File: config.mk
export PLATFORM = sky130hd
export DESIGN_NAME = clsd_guard
export DESIGN_NICKNAME = d
export VERILOG_FILES = /design/src/rtl/clsd_pkg.sv /design/src/rtl/clsd_sync.sv /design/src/rtl/clsd_dc_watch.sv /design/src/rtl/clsd_short_latch.sv /design/src/rtl/clsd_therm.sv /design/src/rtl/clsd_guard.sv
export SDC_FILE = /design/constraint.sdc
export NUM_CORES = 1
export LEC_CHECK = 0
export BUFFER_PORTS_ARGS = -buffer_cell sky130_fd_sc_hd__clkbuf_2
export CORE_ASPECT_RATIO = 0.9
export CORE_MARGIN = 3
export CORE_UTILIZATION = 50
export DETAILED_ROUTE_END_ITERATION = 8
export PLACE_DENSITY = 0.72
export SLEW_MARGIN = 20
export SYNTH_ARGS = -nofsm -noshare
export SYNTH_HDL_FRONTEND = slang
export SYNTH_SLANG_ARGS = --single-unit
export TNS_END_PERCENT = 5
File: constraint.sdc
create_clock -name clk -period 2.63 [get_ports clk]
set_clock_uncertainty 0.2 [all_clocks]
set_input_delay 0.526 -clock clk [delete_from_list [all_inputs] [get_ports clk]]
set_output_delay 0.526 -clock clk [all_outputs]
set_load 0.05 [all_outputs]
File: src/rtl/clsd_pkg.sv
package clsd_pkg;

  typedef struct packed {
    logic dc_lock;
    logic sc_lock;
    logic hot;
  } guard_flags_t;

  function automatic logic any_alarm(guard_flags_t f);
    return f.dc_lock | f.sc_lock;
  endfunction

  function automatic logic may_drive(guard_flags_t f, logic awake);
    return awake & ~f.dc_lock & ~f.sc_lock & ~f.hot;
  endfunction

endpackage

File: src/rtl/clsd_sync.sv
module clsd_sync #(
  parameter int          W       = 2,
  parameter int          STAGES  = 2,
  parameter logic [W-1:0] RST_VAL = '0
) (
  input  logic         clk,
  input  logic         rst,
  input  logic [W-1:0] d,
  output logic [W-1:0] q
);
  logic [W-1:0] stage [STAGES];

  generate
    for (genvar i = 0; i < STAGES; i++) begin : g_stage
      if (i == 0) begin : g_first
        always_ff @(posedge clk) begin
          if (rst) stage[0] <= RST_VAL;
          else     stage[0] <= d;
        end
      end else begin : g_next
        always_ff @(posedge clk) begin
          if (rst) stage[i] <= RST_VAL;
          else     stage[i] <= stage[i-1];
        end
      end
    end
  endgenerate

  assign q = stage[STAGES-1];
endmodule

File: src/rtl/clsd_dc_watch.sv
module clsd_dc_watch #(
  parameter int DUTY_W  = 8,
  parameter int DC_LIM  = 14,
  parameter int DC_HOLD = 4200000
) (
  input  logic              clk,
  input  logic              rst,
  input  logic              arm,
  input  logic [DUTY_W-1:0] duty_in,
  output logic              dc_lock
);
  localparam int CNT_W = $clog2(DC_HOLD + 2);
  localparam logic [CNT_W-1:0] HOLD_C = CNT_W'(DC_HOLD);
  localparam logic [CNT_W-1:0] TOP_C  = CNT_W'(DC_HOLD + 1);
  localparam int signed LIM_S = DC_LIM;

  logic signed [DUTY_W-1:0] duty_r;
  logic [CNT_W-1:0]         cnt, cnt_nxt;
  logic                     sign_r;
  logic                     excur, sign_now;

  always_ff @(posedge clk) begin
    if (rst) duty_r <= '0;
    else     duty_r <= duty_in;
  end

  assign sign_now = duty_r[DUTY_W-1];
  assign excur    = (int'(duty_r) > LIM_S) || (int'(duty_r) < -LIM_S);

  always_comb begin
    if (!arm || !excur)                      cnt_nxt = '0;
    else if (cnt != '0 && sign_now != sign_r) cnt_nxt = CNT_W'(1);
    else if (cnt == TOP_C)                   cnt_nxt = TOP_C;
    else                                     cnt_nxt = cnt + CNT_W'(1);
  end

  always_ff @(posedge clk) begin
    if (rst) begin
      cnt     <= '0;
      sign_r  <= 1'b0;
      dc_lock <= 1'b0;
    end else begin
      cnt    <= cnt_nxt;
      sign_r <= sign_now;
      if (cnt_nxt > HOLD_C) dc_lock <= 1'b1;
    end
  end

  assert_dc_sticky_R3: assert property (@(posedge clk) disable iff (rst)
    dc_lock |=> dc_lock);
  assert_dc_gated_R10: assert property (@(posedge clk) disable iff (rst)
    !arm |=> (cnt == '0));
endmodule

File: src/rtl/clsd_short_latch.sv
module clsd_short_latch (
  input  logic clk,
  input  logic rst,
  input  logic trip,
  input  logic clear_n,
  output logic sc_lock
);
  always_ff @(posedge clk) begin
    if (rst)           sc_lock <= 1'b0;
    else if (!clear_n) sc_lock <= 1'b0;
    else if (trip)     sc_lock <= 1'b1;
  end

  assert_sc_clear_R5: assert property (@(posedge clk) disable iff (rst)
    !clear_n |=> !sc_lock);
  assert_sc_set_R4: assert property (@(posedge clk) disable iff (rst)
    (trip && clear_n) |=> sc_lock);
endmodule

File: src/rtl/clsd_therm.sv
module clsd_therm #(
  parameter int TEMP_W    = 8,
  parameter int TEMP_TRIP = 150,
  parameter int TEMP_HYST = 15
) (
  input  logic              clk,
  input  logic              rst,
  input  logic [TEMP_W-1:0] temp_in,
  output logic              hot
);
  localparam logic [TEMP_W-1:0] TRIP_C = TEMP_W'(TEMP_TRIP);
  localparam logic [TEMP_W-1:0] REL_C  = TEMP_W'(TEMP_TRIP - TEMP_HYST);

  logic [TEMP_W-1:0] temp_r;

  always_ff @(posedge clk) begin
    if (rst) begin
      temp_r <= '0;
      hot    <= 1'b0;
    end else begin
      temp_r <= temp_in;
      if (temp_r > TRIP_C)       hot <= 1'b1;
      else if (temp_r <= REL_C)  hot <= 1'b0;
    end
  end

  assert_hot_trip_R7: assert property (@(posedge clk) disable iff (rst)
    (temp_r > TRIP_C) |=> hot);
  assert_hot_hold_R8: assert property (@(posedge clk) disable iff (rst)
    (hot && temp_r > REL_C) |=> hot);
endmodule

File: src/rtl/clsd_guard.sv
module clsd_guard
  import clsd_pkg::*;
#(
  parameter int DUTY_W        = 8,
  parameter int DC_LIM_PCT    = 14,
  parameter int DC_HOLD_TICKS = 4200000,
  parameter int TEMP_W        = 8,
  parameter int TEMP_TRIP     = 150,
  parameter int TEMP_HYST     = 15,
  parameter int SYNC_STAGES   = 2
) (
  input  logic              clk,
  input  logic              por,
  input  logic              standby_n,
  input  logic [DUTY_W-1:0] duty_diff,
  input  logic              short_det,
  input  logic [TEMP_W-1:0] temp_c,
  output logic              bridge_en,
  output logic              alarm_n
);
  localparam int FLAG_W = 2;

  logic [FLAG_W-1:0] raw_flags, sync_flags;
  logic              awake, short_s;
  guard_flags_t      flags;

  assign raw_flags = {standby_n, short_det};
  assign awake     = sync_flags[1];
  assign short_s   = sync_flags[0];

  clsd_sync #(.W(FLAG_W), .STAGES(SYNC_STAGES), .RST_VAL('0)) u_sync (
    .clk (clk), .rst (por), .d (raw_flags), .q (sync_flags)
  );

  clsd_dc_watch #(.DUTY_W(DUTY_W), .DC_LIM(DC_LIM_PCT), .DC_HOLD(DC_HOLD_TICKS)) u_dc (
    .clk (clk), .rst (por), .arm (awake), .duty_in (duty_diff), .dc_lock (flags.dc_lock)
  );

  clsd_short_latch u_sc (
    .clk (clk), .rst (por), .trip (short_s), .clear_n (awake), .sc_lock (flags.sc_lock)
  );

  clsd_therm #(.TEMP_W(TEMP_W), .TEMP_TRIP(TEMP_TRIP), .TEMP_HYST(TEMP_HYST)) u_th (
    .clk (clk), .rst (por), .temp_in (temp_c), .hot (flags.hot)
  );

  always_ff @(posedge clk) begin
    if (por) begin
      bridge_en <= 1'b0;
      alarm_n   <= 1'b1;
    end else begin
      bridge_en <= may_drive(flags, awake);
      alarm_n   <= ~any_alarm(flags);
    end
  end

  assert_alarm_src_R9: assert property (@(posedge clk) disable iff (por)
    (!flags.dc_lock && !flags.sc_lock) |=> alarm_n);
  assert_standby_off_R10: assert property (@(posedge clk) disable iff (por)
    !awake |=> !bridge_en);
  assert_hot_off_R7: assert property (@(posedge clk) disable iff (por)
    flags.hot |=> !bridge_en);
endmodule

==> flow_summary.yaml <==
clock_network:
  post-cts-setup-buffer-count: 0
  clk_pin_slew_ns: 0.09
  cts_sinks: 49
  cts_tree: "done"
  clockBufferDepth: 2
  clockRootBuffer: "clkbuf_8"
  h-tree-depth: 2
  clock_latency_ns: 0.30
  cts_buffers: 5
yosys:
  synth_top_family_by_area: "simple AND/OR/NAND/NOR gates"
  synth_fa_ha_area_frac: 0.01696
  syn-num-nets: 274
  synth_mux_area_frac: 0.004522
  synth_area_leaders: "dfxtp_1 44%, xnor2_1 7.1%, nor2_1 6.4%"
  syn_area_um2: 2213
  syn_inst: 251
  yosys.area.top_type_share: 0.4432
  ys_seq_area_frac: 0.4432
  yosysTopAreaCell: "dfxtp_1"
  yosys.area_share.simple: 0.3132
  syn_area_per_cell_um2: 8.818
  synth-compound-area-share: 0.07744
  ys_ff_latch: 49
  synth_cell_types: 41
  ys_warn_count: 0
  synth_xor_area_frac: 0.1029
grt:
  track_usage: 0.1836
  grt_pass1_wl_um: 7797
  first_global_vias: 1667
  grt_max_degree: 28
  antenna_found_initial: 0
  overflow: 0
floorplan:
  dieArea_um2: 5262
  die_w_um: 76.13
  floorplan.rows: 22
  pin_count: 22
  fp.coreArea_um2: 4156
  dieHeight_um: 69.12
  initial_core_util: 0.5325
placement:
  placed_cells_incl_taps: 336
  placed_area_um2: 2462
  dpl_worst_slack_ns: 0.1740
  dpl.hpwl_um: 3311
  portBuffers: 21
  gp_congestion: 0.9306
timing:
  whs_ns: 0.2216
  hold_violations: 0
  period_share: 0.9276
  slew_headroom: 0.7202
  setup_slack_ns: 0.1903
  finalSetupViolations: 0
  final.min_clock_period_ns: 2.440
  worst_pin_slew_ns: 0.4178
  rsz0062_at_grt: "false"
  fmax_ghz: 0.4099
  tns_ns: 0
  slew_violations: 0
detailed_routing:
  vias: 1764
  first_iter_violations: 87
  drc: 0
  routedWlPerCell_um: 12.80
  drtAntennaViolNets: 0
  drt-total-wl_um: 4403
  viasPerCell: 5.128
  drtPass1Iterations: 4
layout:
  areaGrowthSynthToFinish_pct: 15.83
  final_nets: 306
  final_area_um2: 2564
  utilization: 0.6168
  seq_area_um2: 982.2
  fillers: 365
  drive_gt1_frac: 0.2042
  final_common_cell: "dfxtp_1"
  mostFrequentLayoutCells: "48 x dfxtp_1, 38 x nor2_1, 21 x nor2b_1, 21 x clkbuf_2, 19 x buf_4"
  antennaDiodeCount: 0
  multi_input_area_um2: 1150
  finalNonFillerCells: 344
status:
  status: "completed"
worst_hold_path:
  hp-class: "in -> reg"
worst_setup_path:
  startpoint_type: "flop"
  cp.arrival_ns: 2.47
  path_class: "reg -> reg"
  worst_setup_path_end_kind: "flop"
  cp.required_ns: 2.66
  rrSetupSlack_ns: 0.19
  cp_max_fo: 7
pwr:
  leakage_nw: 0.9225
  finalPower_mw: 1.259
  p_per_area_nw_per_um2: 490.9
  peakVddDrop_mv: 0.3925
run:
  drv_cap: 0
==> layout make-up <==
type / count / area share
inverters: 5 / 0.007321
multi-input cells: 182 / 0.4485
well taps: 60 / 0.02928
clock buffers: 5 / 0.02684
flip-flops and latches: 49 / 0.3831
clock inverters: 3 / 0.008297
repair buffers: 40 / 0.09663
==> path summary, 6_finish.rpt <==
check	startpoint	to	cells past startpoint
max	u_dc.cnt[18]	u_dc.dc_lock	8
min	temp_c[3]	u_th.temp_r[3]	2
max reg2reg	u_dc.cnt[18]	u_dc.dc_lock	8
min reg2reg	u_th.hot	bridge_en	1
==> repair_timing <==
action | CTS | global route
resized for setup | 0 | 3
hold buffers | 0 | 0
setup endpoints to repair | 0 | 1
==> synthesized netlist by cell type <==
| cell | count |
|---|---|
| nor2_1 | 38 |
| o21ai_0 | 1 |
| nand3_1 | 5 |
| nand2_1 | 13 |
| mux2i_1 | 1 |
| ha_1 | 3 |
| a21o_1 | 1 |
| dfxtp_1 | 49 |
| o21bai_1 | 1 |
| nand3_2 | 1 |
| o221ai_1 | 1 |
| nand2b_4 | 1 |
| a41o_1 | 1 |
| nor4b_1 | 2 |
| a31o_2 | 2 |
| o32a_1 | 2 |
| nor3b_1 | 2 |
| xnor2_1 | 18 |
| nand4_1 | 11 |
| nor2b_1 | 21 |
| a21oi_1 | 4 |
| nor3_2 | 1 |
| clkbuf_1 | 5 |
| o211ai_1 | 1 |
| or4_1 | 2 |
| nor3_1 | 11 |
| buf_1 | 1 |
| a311o_1 | 1 |
| and4_1 | 1 |
| nand2b_1 | 1 |
| nand4_2 | 1 |
| buf_2 | 8 |
| xor2_1 | 8 |
| inv_1 | 5 |
| buf_6 | 1 |
| a211oi_1 | 3 |
| and3_1 | 6 |
| nor4_1 | 9 |
| a31oi_1 | 4 |
| a21bo_2 | 1 |
| or3_1 | 3 |
==> critical path, stage by stage (launching register included) <==
cell      delay [ns]
dfxtp_1         0.36
or4_1           0.52
nor3_2          0.17
a31oi_1         0.15
or3_1           0.38
buf_4           0.18
nor2_1          0.14
nand3_1         0.12
o221ai_1        0.15
==> layer usage <==
metal	vias up	track usage	wire length (um)	share of wire
met5	-	0	0	0
met1	788	0.2637	2258	0.51
met2	34	0.2707	1930	0.44
li1	935	-	-	-
met3	7	0.04178	172	0.039
met4	0	0.06439	42	0.0095
==> registers in the layout (all words and copies together) (netlist names) <==
name          count
u_dc.dc_lock      1
u_dc.sign_r       1
bridge_en         1
u_sync.stage      4
u_dc.duty_r       8
u_sc.sc_lock      1
alarm_n           1
u_dc.cnt         23
u_th.temp_r       8
u_th.hot          1
==> power by group <==
group	total (mW)	switching, mW	internal, mW
clock	0.441	0.253	0.189
sequential	0.767	0.00761	0.759
combinational	0.0503	0.0227	0.0276
total	1.26	0.283	0.976
==> kinds of logic (layout without fill, tap and decap cells) <==
group,Yosys count,after routing
XOR/XNOR,26,26
adder cells (fa/ha/maj),3,3
multiplexers,1,1
flip-flops,49,49
buffers and inverters,20,53
AND/OR/NAND/NOR,129,129
AO/OA/AOI/OAI,23,23
Power figures use the tool's default switching activity.
